==> config.mk <==
export PLATFORM = sky130hd
export DESIGN_NAME = gated_pulse_counter
export DESIGN_NICKNAME = d
export VERILOG_FILES = /design/src/rtl/gpc_pkg.sv /design/src/rtl/gpc_edge_sync.sv /design/src/rtl/gpc_cascade.sv /design/src/rtl/gpc_readout.sv /design/src/rtl/gated_pulse_counter.sv
export SDC_FILE = /design/constraint.sdc
export NUM_CORES = 1
export LEC_CHECK = 0
export BUFFER_PORTS_ARGS = -buffer_cell sky130_fd_sc_hd__buf_2
export CORE_MARGIN = 1.5
export CORE_UTILIZATION = 25
export DETAILED_ROUTE_END_ITERATION = 12
export SLEW_MARGIN = 10
export SYNTH_ARGS = -nofsm -noshare
export SYNTH_HDL_FRONTEND = slang
export SYNTH_SLANG_ARGS = --single-unit
==> constraint.sdc <==
create_clock -name clk -period 2.4 [get_ports clk]
set_input_delay 0.24 -clock clk [delete_from_list [all_inputs] [get_ports clk]]
set_output_delay 0.24 -clock clk [all_outputs]
set_load 0.005 [all_outputs]
==> src/rtl/gpc_pkg.sv <==
package gpc_pkg;
    typedef enum logic [1:0] {
        ST_HOLD  = 2'd0,
        ST_COUNT = 2'd1,
        ST_CLEAR = 2'd2
    } run_state_t;

    localparam int SEL_W      = 3;
    localparam int NUM_LINES  = 1 << SEL_W;
    localparam int SLICE_W    = 8;
    localparam int NUM_STAGES = 2;
    localparam int NUM_SLICES = 2 * NUM_STAGES;
endpackage

==> src/rtl/gpc_edge_sync.sv <==
module gpc_edge_sync #(
    parameter int SYNC_STAGES = 2
) (
    input  logic clk,
    input  logic rst_n,
    input  logic pulse_in,
    output logic rise
);
    // chain[SYNC_STAGES-1] is the synchronized level; chain[SYNC_STAGES] is its previous value
    logic [SYNC_STAGES:0] chain;

    always_ff @(posedge clk) begin
        if (!rst_n) chain <= '0;
        else        chain <= {chain[SYNC_STAGES-1:0], pulse_in};
    end

    assign rise = chain[SYNC_STAGES-1] & ~chain[SYNC_STAGES];
endmodule

==> src/rtl/gpc_cascade.sv <==
module gpc_cascade #(
    parameter int STAGE_W    = 12,
    parameter int NUM_STAGES = 2,
    localparam int CNT_W     = STAGE_W * NUM_STAGES
) (
    input  logic             clk,
    input  logic             rst_n,
    input  logic             clr,
    input  logic             inc,
    output logic [CNT_W-1:0] count
);
    logic [NUM_STAGES:0] carry;
    assign carry[0] = inc;

    for (genvar i = 0; i < NUM_STAGES; i++) begin : g_stage
        logic [STAGE_W-1:0] stage_q;
        always_ff @(posedge clk) begin
            if (!rst_n)        stage_q <= '0;
            else if (clr)      stage_q <= '0;
            else if (carry[i]) stage_q <= stage_q + 1'b1;
        end
        // the next stage steps when this one wraps from all ones
        assign carry[i+1] = carry[i] & (&stage_q);
        assign count[i*STAGE_W +: STAGE_W] = stage_q;
    end
endmodule

==> src/rtl/gpc_readout.sv <==
module gpc_readout
    import gpc_pkg::*;
#(
    parameter int STAGE_W = 12,
    localparam int CNT_W  = STAGE_W * NUM_STAGES
) (
    input  logic [SEL_W-1:0]   sel_code,
    input  logic [CNT_W-1:0]   count,
    output logic               clr_line,
    output logic [SLICE_W-1:0] bus_data,
    output logic               bus_oe
);
    logic [NUM_LINES-1:0] lines;
    logic [SLICE_W-1:0]   slice [NUM_SLICES];

    assign lines = NUM_LINES'(1) << sel_code;

    // STAGE_W up to 16: each stage yields a low byte and a zero-extended upper part
    for (genvar k = 0; k < NUM_SLICES; k++) begin : g_slice
        logic [15:0] ext;
        assign ext = 16'(count[(k/2)*STAGE_W +: STAGE_W]);
        if (k % 2 == 0) begin : g_lo
            assign slice[k] = ext[7:0];
        end else begin : g_hi
            assign slice[k] = ext[15:8];
        end
    end

    always_comb begin
        bus_data = '0;
        for (int k = 0; k < NUM_SLICES; k++) begin
            if (lines[k+1]) bus_data = bus_data | slice[k];
        end
    end

    assign bus_oe   = |lines[NUM_SLICES:1];
    assign clr_line = lines[0];
endmodule

==> src/rtl/gated_pulse_counter.sv <==
module gated_pulse_counter
    import gpc_pkg::*;
#(
    parameter int STAGE_W     = 12,
    parameter int SYNC_STAGES = 2
) (
    input  logic               clk,
    input  logic               rst_n,
    input  logic               pulse_in,
    input  logic               gate_in,
    input  logic [SEL_W-1:0]   sel_code,
    output logic [SLICE_W-1:0] bus_data,
    output logic               bus_oe
);
    localparam int CNT_W = STAGE_W * NUM_STAGES;

    run_state_t       state_q, state_d;
    logic             rise, clr_line, count_en;
    logic [CNT_W-1:0] count_q;

    gpc_edge_sync #(.SYNC_STAGES(SYNC_STAGES)) u_sync (
        .clk(clk), .rst_n(rst_n), .pulse_in(pulse_in), .rise(rise)
    );

    gpc_readout #(.STAGE_W(STAGE_W)) u_read (
        .sel_code(sel_code), .count(count_q), .clr_line(clr_line),
        .bus_data(bus_data), .bus_oe(bus_oe)
    );

    always_ff @(posedge clk) begin
        if (!rst_n) state_q <= ST_HOLD;
        else        state_q <= state_d;
    end

    always_comb begin
        state_d = ST_HOLD;
        unique case (state_q)
            ST_HOLD, ST_COUNT, ST_CLEAR: begin
                if (clr_line)     state_d = ST_CLEAR;
                else if (gate_in) state_d = ST_COUNT;
                else              state_d = ST_HOLD;
            end
            default: state_d = ST_HOLD;
        endcase
    end

    always_comb begin
        count_en = 1'b0;
        unique case (state_q)
            ST_COUNT: count_en = rise & ~clr_line;
            ST_HOLD, ST_CLEAR: count_en = 1'b0;
            default: count_en = 1'b0;
        endcase
    end

    gpc_cascade #(.STAGE_W(STAGE_W), .NUM_STAGES(NUM_STAGES)) u_cnt (
        .clk(clk), .rst_n(rst_n), .clr(clr_line), .inc(count_en), .count(count_q)
    );
endmodule

-- Yosys cells after proc, flatten, opt, wreduce, memory -nomap -nowiden
Cells that the tools add are included.
- logic and storage cells: 34
- register bits after elaboration: 29
- output and inout port bits: 9
- reductions and logical operators: 7
- shift-type cells: 1
- bitwise gates (word level): 10
- muxes and demuxes: 7
- equality and inequality tests: 2
- add/sub/neg operators: 2
- operators with widths (cell ; count):
    8-bit two-way mux ; 4
    12-bit by 1-bit adder with 12-bit output, second input constant ; 2
    8-bit by 4-bit bitwise OR with 8-bit output ; 2
    12-bit AND reduction ; 1
    8-bit bitwise OR ; 1
    3-bit OR reduction ; 2
    1-bit by 3-bit left shift with 5-bit output, first input constant ; 1
    1-bit NOT ; 4
    4-bit OR reduction ; 1
    1-bit AND ; 3
    2-bit by 1-bit equality test with 1-bit output, second input constant ; 1
    2-bit equality test, second input constant ; 1
    2-bit zero test ; 1
    1-bit two-way mux ; 2
    2-bit two-way mux ; 1
    2-bit AND reduction ; 1
    2-bit OR reduction ; 1

-- Depth between registers and ports, before layout
Gate-level depths: netlist (run 1).
- depth in word-level cells: 8
- mapped depth: 7

-- Hierarchy
Synthesis (run 1) repeated with hierarchy kept, for this count alone.
- cell total of the unflattened synthesis: 173
- area total of the unflattened synthesis: 1571.5 µm²
- by module, submodules not included (module ; times used ; area an instance (µm²) ; cells each ; seq. area each (µm²)):
    gpc_cascade ; 1 ; 1119.8 ; 127 ; 480.5
    gpc_readout ; 1 ; 285.3 ; 33 ; 0.0
    gpc_edge_sync ; 1 ; 92.6 ; 7 ; 60.1
    gated_pulse_counter ; 1 ; 73.8 ; 6 ; 40.0

-- Least setup slack after synthesis (run 1)
OpenSTA, ideal clock, no wires.
- path kind: register -> register
- start point: register u_sync.chain[2]
- end point: register u_cnt.g_stage[1].stage_q[11]
- setup slack: 0.835 ns
- arrival: 1.494 ns
- stages on the path, launching flop included: 7
- buffers on the path: 2
- clock period less this slack: 1.565 ns
- path through: dfxtp_1 and4bb_1 buf_6 nand4_2 buf_6 or4_1 a21oi_1
- cells in the longest elaborated chain, start to end: 5
- ends and longest elaborated chain (what ; RTL line ; RTL):
    from (decl) ; gpc_edge_sync.sv:10 ; logic [SYNC_STAGES:0] chain;
    from (signal assigned) ; gpc_edge_sync.sv:14 ; else chain <= {chain[SYNC_STAGES-1:0], pulse_in};
    1-bit NOT ; gpc_edge_sync.sv:17 ; assign rise = chain[SYNC_STAGES-1] & ~chain[SYNC_STAGES];
    1-bit AND ; gpc_edge_sync.sv:17 ;
    1-bit AND ; gated_pulse_counter.sv:50 ; ST_COUNT: count_en = rise & ~clr_line;
    1-bit two-way mux ; gated_pulse_counter.sv:49 ; unique case (state_q)
    1-bit AND ; gpc_cascade.sv:23 ; assign carry[i+1] = carry[i] & (&stage_q);
    to (signal assigned) ; gpc_cascade.sv:20 ; else if (carry[i]) stage_q <= stage_q + 1'b1;
    to (decl) ; gpc_cascade.sv:16 ; logic [STAGE_W-1:0] stage_q;
Every way passes these cells.
A chain may end at the register's enable or synchronous reset.

-- Worst setup path in the final report (run 1)
- start point: register u_cnt.g_stage[0].stage_q[7]
- end point: register u_cnt.g_stage[1].stage_q[7]
- cells in the longest elaborated chain, start to end: 2
- ends and longest elaborated chain (what ; RTL line):
    from (decl) ; gpc_cascade.sv:16
    from (signal assigned) ; gpc_cascade.sv:20
    12-bit AND reduction ; gpc_cascade.sv:23
    1-bit AND ; gpc_cascade.sv:23
Every way passes these cells.

==> metrics.yaml, run 1 <==
status:
  status: "finished clean"
timing:
  hold_viol_final: 0
  relSlewSlack: 0.717
  worst_pin_slew_ns: 0.424
  fin_crit_sh: 0.813
  finalCriticalPeriod_ns: 1.95
  max_clock_freq_mhz: 512
  clock_skew_ns: 0.00293
  slew_violations: 0
  final-setup-viol-count: 0
  setup_tns_ns: 0
  rsz0062_at_grt: "no"
drt:
  first_iter_violations: 103
  routed_wl_um: 3510
  drc: 0
  first_pass_iters: 5
  viasPerCell: 5.11
  ant_nets: 0
  wl_per_cell_um: 13.3
  num_vias: 1355
clock_tree:
  cts_tree: "yes"
  cts_setup_buffers: 0
  cts_buffers: 5
  cts_resized: 0
  path_clk_slew_ns: 0.06
  cts_max_level: 2
  cts_root_buffer: "clkbuf_8"
  cts_buffer_depth: 2
  ctsHoldBuffers: 0
  insertion_delay_ns: 0.28
  cts.sinks: 29
floorplanning:
  start_util: 0.257
  dieHeight_um: 80.5
  coreArea_um2: 5850
  num_rows: 28
  dieArea_um2: 6480
  die_w_um: 80.5
  io_pins: 16
critical_path:
  startpoint_type: "register"
  r2r_cells: 4
  cp_slowest_cell: "or4_1"
  endpoint_kind: "register"
  worstReg2RegStart: "u_cnt.g_stage[0].stage_q[7]$_SDFFE_PP0P_"
  critPathLaunch: "u_cnt.g_stage[0].stage_q[7]$_SDFFE_PP0P_"
  reg2reg_to: "u_cnt.g_stage[1].stage_q[7]$_SDFFE_PP0P_"
  slowest_delay_ns: 0.62
  cp_cell_sequence: "and4_1 > nand4_2 > or4_1 > a21oi_1"
  cp.arrival_ns: 2.16
  reg2reg_slack_ns: 0.45
  crit_path_end: "u_cnt.g_stage[1].stage_q[7]$_SDFFE_PP0P_"
  cp.required_ns: 2.61
  worstPathMaxFanout: 20
  critPathKind: "register to register"
power:
  p_leak_nw: 0.603
  clkPwrFrac: 0.495
  p_per_area_nw_per_um2: 594
  p_int_mw: 0.838
  pwr-share-seq: 0.466
  worst_ir_drop_vdd_uv: 204
  p_comb_frac: 0.039
  power.net_switching_mw: 0.207
  p_sw_frac: 0.198
grt:
  antenna_found_initial: 0
  use_met3: 0.0398
  track_usage: 0.120
  grt_pass1_wl_um: 5860
  grt_busiest_layer: "met2"
  grt_max_degree: 25
  grt_pass1_vias: 1264
  met1_usage: 0.143
  grt_overflow: 0
  use_met2: 0.194
layout:
  area_delta_synth_final_pct: 17.0
  layout_commonest_cell: "dfxtp_1"
  layout-drive-gt1-share: 0.147
  nets: 198
  fin_cells: 265
  final_cell_mix: "dfxtp_1 (29), a21oi_1 (17), buf_2 (15)"
  nFillCells: 621
  final_core_util: 0.300
  num_antenna_cells: 0
worst_hold_path:
  min-delay-path-class: "input pin to register"
  whs_path_depth: 2
synthesis:
  ys_types: 29
  synth_area_um2: 1500
  syn-num-nets: 181
  syn_avg_cell_area_um2: 8.73
  synth_seq_cells: 29
  ys_top_cells_by_area: "dfxtp_1 (39%), mux2i_1 (6.0%), a21oi_1 (5.7%), o31ai_1 (4.5%), or4_1 (4.5%)"
  yosys_warnings: 0
  synth_edf_count: 0
  synth_top_cell_by_area: "dfxtp_1"
  synth_top_flop_cell: "dfxtp_1"
  ys_seq_area_frac: 0.387
  async_flop_share: 0
  synthCells: 172
  synth_top_area_share: 0.387
place:
  dp_cells: 257
  hpwlAfterDp_um: 2530
  place.gp.congestion: 0.767
  port_buffers: 15
flow_run:
  drv_cap: 0
[cell usage after synthesis (3+ instances only)]
cell and instances:
a21oi_1 17, a22oi_1 4, and2_1 6, and4_1 4, clkbuf_1 4, dfxtp_1 29, inv_1 3, mux2i_1 9
nand2_1 9, nand3_1 7, nand4_1 7, nor2_1 12, o21ai_0 9, o22ai_1 4, o31ai_1 9, or3_1 9
or4_1 9, xor2_1 4
[power groups by stage]
stage | registers (mW) | clock network (mW) | logic, mW
floorplan | 0.497 | 0 | 0.0266
global placement | 0.497 | 0 | 0.0407
detailed placement | 0.497 | 0 | 0.0411
CTS | 0.486 | 0.535 | 0.0412
global route | 0.486 | 0.560 | 0.0451
finish | 0.487 | 0.517 | 0.0409
[per-stage QoR]
stage	hold slack [ns]	setup WS [ns]	area [um^2]	total power [mW]
floorplan	0.354	0.835	1500	0.523
global placement	0.415	0.499	1640	0.538
detailed placement	0.418	0.473	1640	0.538
CTS	0.162	0.459	1760	1.06
global route	0.177	0.251	1760	1.09
finish	0.170	0.448	1760	1.04
[worst min path at each step]
stage,from,to,slack (ns)
detailed placement,u_sync.chain[0]$_SDFF_PN0_,u_sync.chain[1]$_SDFF_PN0_,0.42
CTS,pulse_in,u_sync.chain[0]$_SDFF_PN0_,0.16
floorplan,rst_n,state_q[1]$_SDFF_PN0_,0.35
global placement,u_sync.chain[0]$_SDFF_PN0_,u_sync.chain[1]$_SDFF_PN0_,0.42
global route,pulse_in,u_sync.chain[0]$_SDFF_PN0_,0.18
finish,pulse_in,u_sync.chain[0]$_SDFF_PN0_,0.17
[per-layer routing]
layer	vias up	part of all wire
met5	-	0
met4	0	0.011
met3	5	0.049
met2	27	0.48
met1	634	0.46
li1	689	-
[final cells by class]
cell class,instances,area (um^2),share of cell area
Timing Repair Buffer,17,90.1,0.0513
Sequential cell,29,581,0.330
Clock inverter,1,30.0,0.0171
Tap cell,75,93.8,0.0534
Multi-Input combinational cell,133,865,0.492
Inverter,3,11.3,0.00641
Clock buffer,7,86.3,0.0491
[state kept, by name, indices dropped and copies added (netlist names)]
register and cells:
state_q 2, u_sync.chain 3, u_cnt.g_stage.stage_q 24
[worst max-delay path, delay by kind of cell (launching register included)]
family,cells,cell delay [ns]
AO/OA/AOI/OAI,1,0.14
flip-flops,1,0.43
AND/OR/NAND/NOR,3,1.31
[cells by family (layout without fill, tap and decap cells)]
group,after synthesis,after routing,synth area share
adders and majority gates,2,2,0.0167
and+or+nand+nor,72,72,0.288
DFF,29,29,0.387
muxes,9,9,0.0600
xor gates and xnor gates,6,6,0.0350
AOI/OAI and AO/OA,44,44,0.176
buffers and inverters,10,28,0.0375
Note: power is estimated with default switching activity, not from simulation.
==> run 2, diff against run 1 <==
Clock period 2.4 ns to 1.7 ns, I/O delays scaled along.
==> run 2 against run 1 <==
Against the previous run:
- cell count grew 9.4%
- critical path depth grew 1
- combinational power grew 64%
- flip-flop and latch count is the same
==> metrics.yaml, run 2 (synthesized netlist as in run 1, its figures left out) <==
timing:
  worst_pin_slew_ns: 0.271  # -0.153 ns
  finalWorstSetupSlack_ns: 0.0803  # -0.367 ns
  slew_violations: 0  # unchanged
  rsz0062_at_grt: "yes"
  hold_viol_final: 0  # unchanged
  relSlewSlack: 0.818  # +0.101
  whs_ns: 0.0835  # -0.0864 ns
  clock_skew_ns: 0.0120  # +0.00907 ns
  fin_crit_sh: 0.953  # +0.139
  final-setup-viol-count: 0  # unchanged
  finalCriticalPeriod_ns: 1.62  # -0.333 ns
  max_clock_freq_mhz: 617  # +21%
drt:
  num_vias: 1428  # +5.4%
  viasPerCell: 4.92  # -3.7%
  drc: 0  # unchanged
  routed_wl_um: 3950  # +12%
  first_pass_iters: 4  # -1
  wl_per_cell_um: 13.6  # +2.7%
  ant_nets: 0  # unchanged
  first_iter_violations: 98  # -4.9%
layout:
  layout_commonest_cell: "dfxtp_1"
  layout.area.seq_um2: 581  # unchanged
  final_core_util: 0.343  # +0.0432
  final_cell_mix: "dfxtp_1 (29), buf_4 (24), buf_2 (15)"
  area_delta_synth_final_pct: 33.8
  reg.largest.list: "u_cnt.g_stage.stage_q x24, u_sync.chain x3, state_q x2"
  fin_cells: 290  # +9.4%
  nFillCells: 598  # -3.7%
  regMostFlops: "u_cnt.g_stage.stage_q"
  nets: 223  # +13%
  largest_reg_flops: 24  # unchanged
  multiInputGateArea_um2: 896  # +3.6%
  fin_area_um2: 2010  # +14%
  num_antenna_cells: 0  # unchanged
  layout-drive-gt1-share: 0.279  # +0.132
critical_path:
  cp.required_ns: 1.94  # -0.67 ns
  slowest_delay_ns: 0.50  # -0.12 ns
  crit_family: "simple AND/OR/NAND/NOR gates"
  cp.arrival_ns: 1.86  # -0.30 ns
  worstPathMaxFanout: 10  # -50%
  endpoint_kind: "register"
  cp_cell_sequence: "and4bb_2 > nand4_4 > buf_12 > or4_4 > a21oi_2"
  critPathKind: "register to register"
  cp_num_buf_inv: 1  # +1
  startpoint_type: "register"
  cp_slowest_cell: "or4_4"
floorplanning:
  io_pins: 16  # unchanged
  start_util: 0.257  # unchanged
  num_rows: 28  # unchanged
  dieHeight_um: 80.5  # unchanged
  dieArea_um2: 6480  # unchanged
  coreArea_um2: 5850  # unchanged
  die_w_um: 80.5  # unchanged
place:
  place_area_um2: 1820  # +11%
  dp_cells: 279  # +8.6%
  pre_cts_slack_ns: 0.0571  # -0.416 ns
  place.gp.congestion: 0.828  # +8.0%
  port_buffers: 15  # unchanged
  hpwlAfterDp_um: 2780  # +9.9%
grt:
  track_usage: 0.135  # +0.0151
  grt_max_degree: 21  # -16%
  grt_pass1_vias: 1372  # +8.5%
  grt_pass1_wl_um: 6600  # +13%
  grt_overflow: 0  # unchanged
  antenna_found_initial: 0  # unchanged
clock_tree:
  cts_buffer_depth: 2  # unchanged
  path_clk_slew_ns: 0.07  # about the same
  cts_buffers: 5  # unchanged
  cts.sinks: 29  # unchanged
  insertion_delay_ns: 0.30  # +0.02 ns
  cts_tree: "yes"
  cts_max_level: 2  # unchanged
  cts_root_buffer: "clkbuf_8"
  ctsHoldBuffers: 0  # unchanged
status:
  status: "finished clean"
worst_hold_path:
  min-delay-path-class: "input pin to register"
power:
  worst_ir_drop_vdd_uv: 444  # +120%
  p_per_area_nw_per_um2: 747  # +26%
  p_leak_nw: 0.755  # +25%
flow_run:
  drv_cap: 0  # unchanged
## run 2: repair_timing
action / 4_1_cts / 5_1_grt
endpoints found under the setup margin: 0 / 13
hold endpoints to repair: 0 / 0
resized for setup: 0 / 9
setup buffers: 0 / 2
## run 2: final timing paths
kind / to / cells past startpoint / slack, ns / startpoint
max: u_cnt.g_stage[1].stage_q[7]$_SDFFE_PP0P_ / 5 / 0.08 / state_q[1]$_SDFF_PN0_
max reg2reg: u_cnt.g_stage[1].stage_q[7]$_SDFFE_PP0P_ / 5 / 0.08 / state_q[1]$_SDFF_PN0_
min reg2reg: u_sync.chain[1]$_SDFF_PN0_ / 1 / 0.43 / u_sync.chain[0]$_SDFF_PN0_
min: u_sync.chain[0]$_SDFF_PN0_ / 2 / 0.08 / pulse_in
## run 2: power breakdown
| group | switching (mW) | internal (mW) | total [mW] |
|---|---|---|---|
| logic | 0.0400 | 0.0269 | 0.0669 |
| registers | 0.00169 | 0.685 | 0.686 |
| clock network | 0.271 | 0.477 | 0.748 |
## run 2: through the flow
step / power, mW / TNS, ns
after floorplan: 0.739 / 0
after CTS: 1.51 / 0
final: 1.50 / 0
after global placement: 0.765 / 0
after detailed placement: 0.766 / 0
after global routing: 1.56 / -0.0120
## run 2: cell type report
cell class / count / area share
Multi-Input combinational cell: 133 / 0.446
Sequential cell: 29 / 0.289
Timing Repair Buffer: 42 / 0.155
Tap cell: 75 / 0.0467
Clock buffer: 7 / 0.0430
Clock inverter: 1 / 0.0149
Inverter: 3 / 0.00560
## run 2: per-layer routing
metal | global-route usage | vias up | wire (um)
li1 | - | 737 | -
met1 | 0.165 | 665 | 1850
met2 | 0.213 | 20 | 1860
met3 | 0.0534 | 6 | 184
met4 | 0.0500 | 0 | 63
met5 | 0 | - | 0
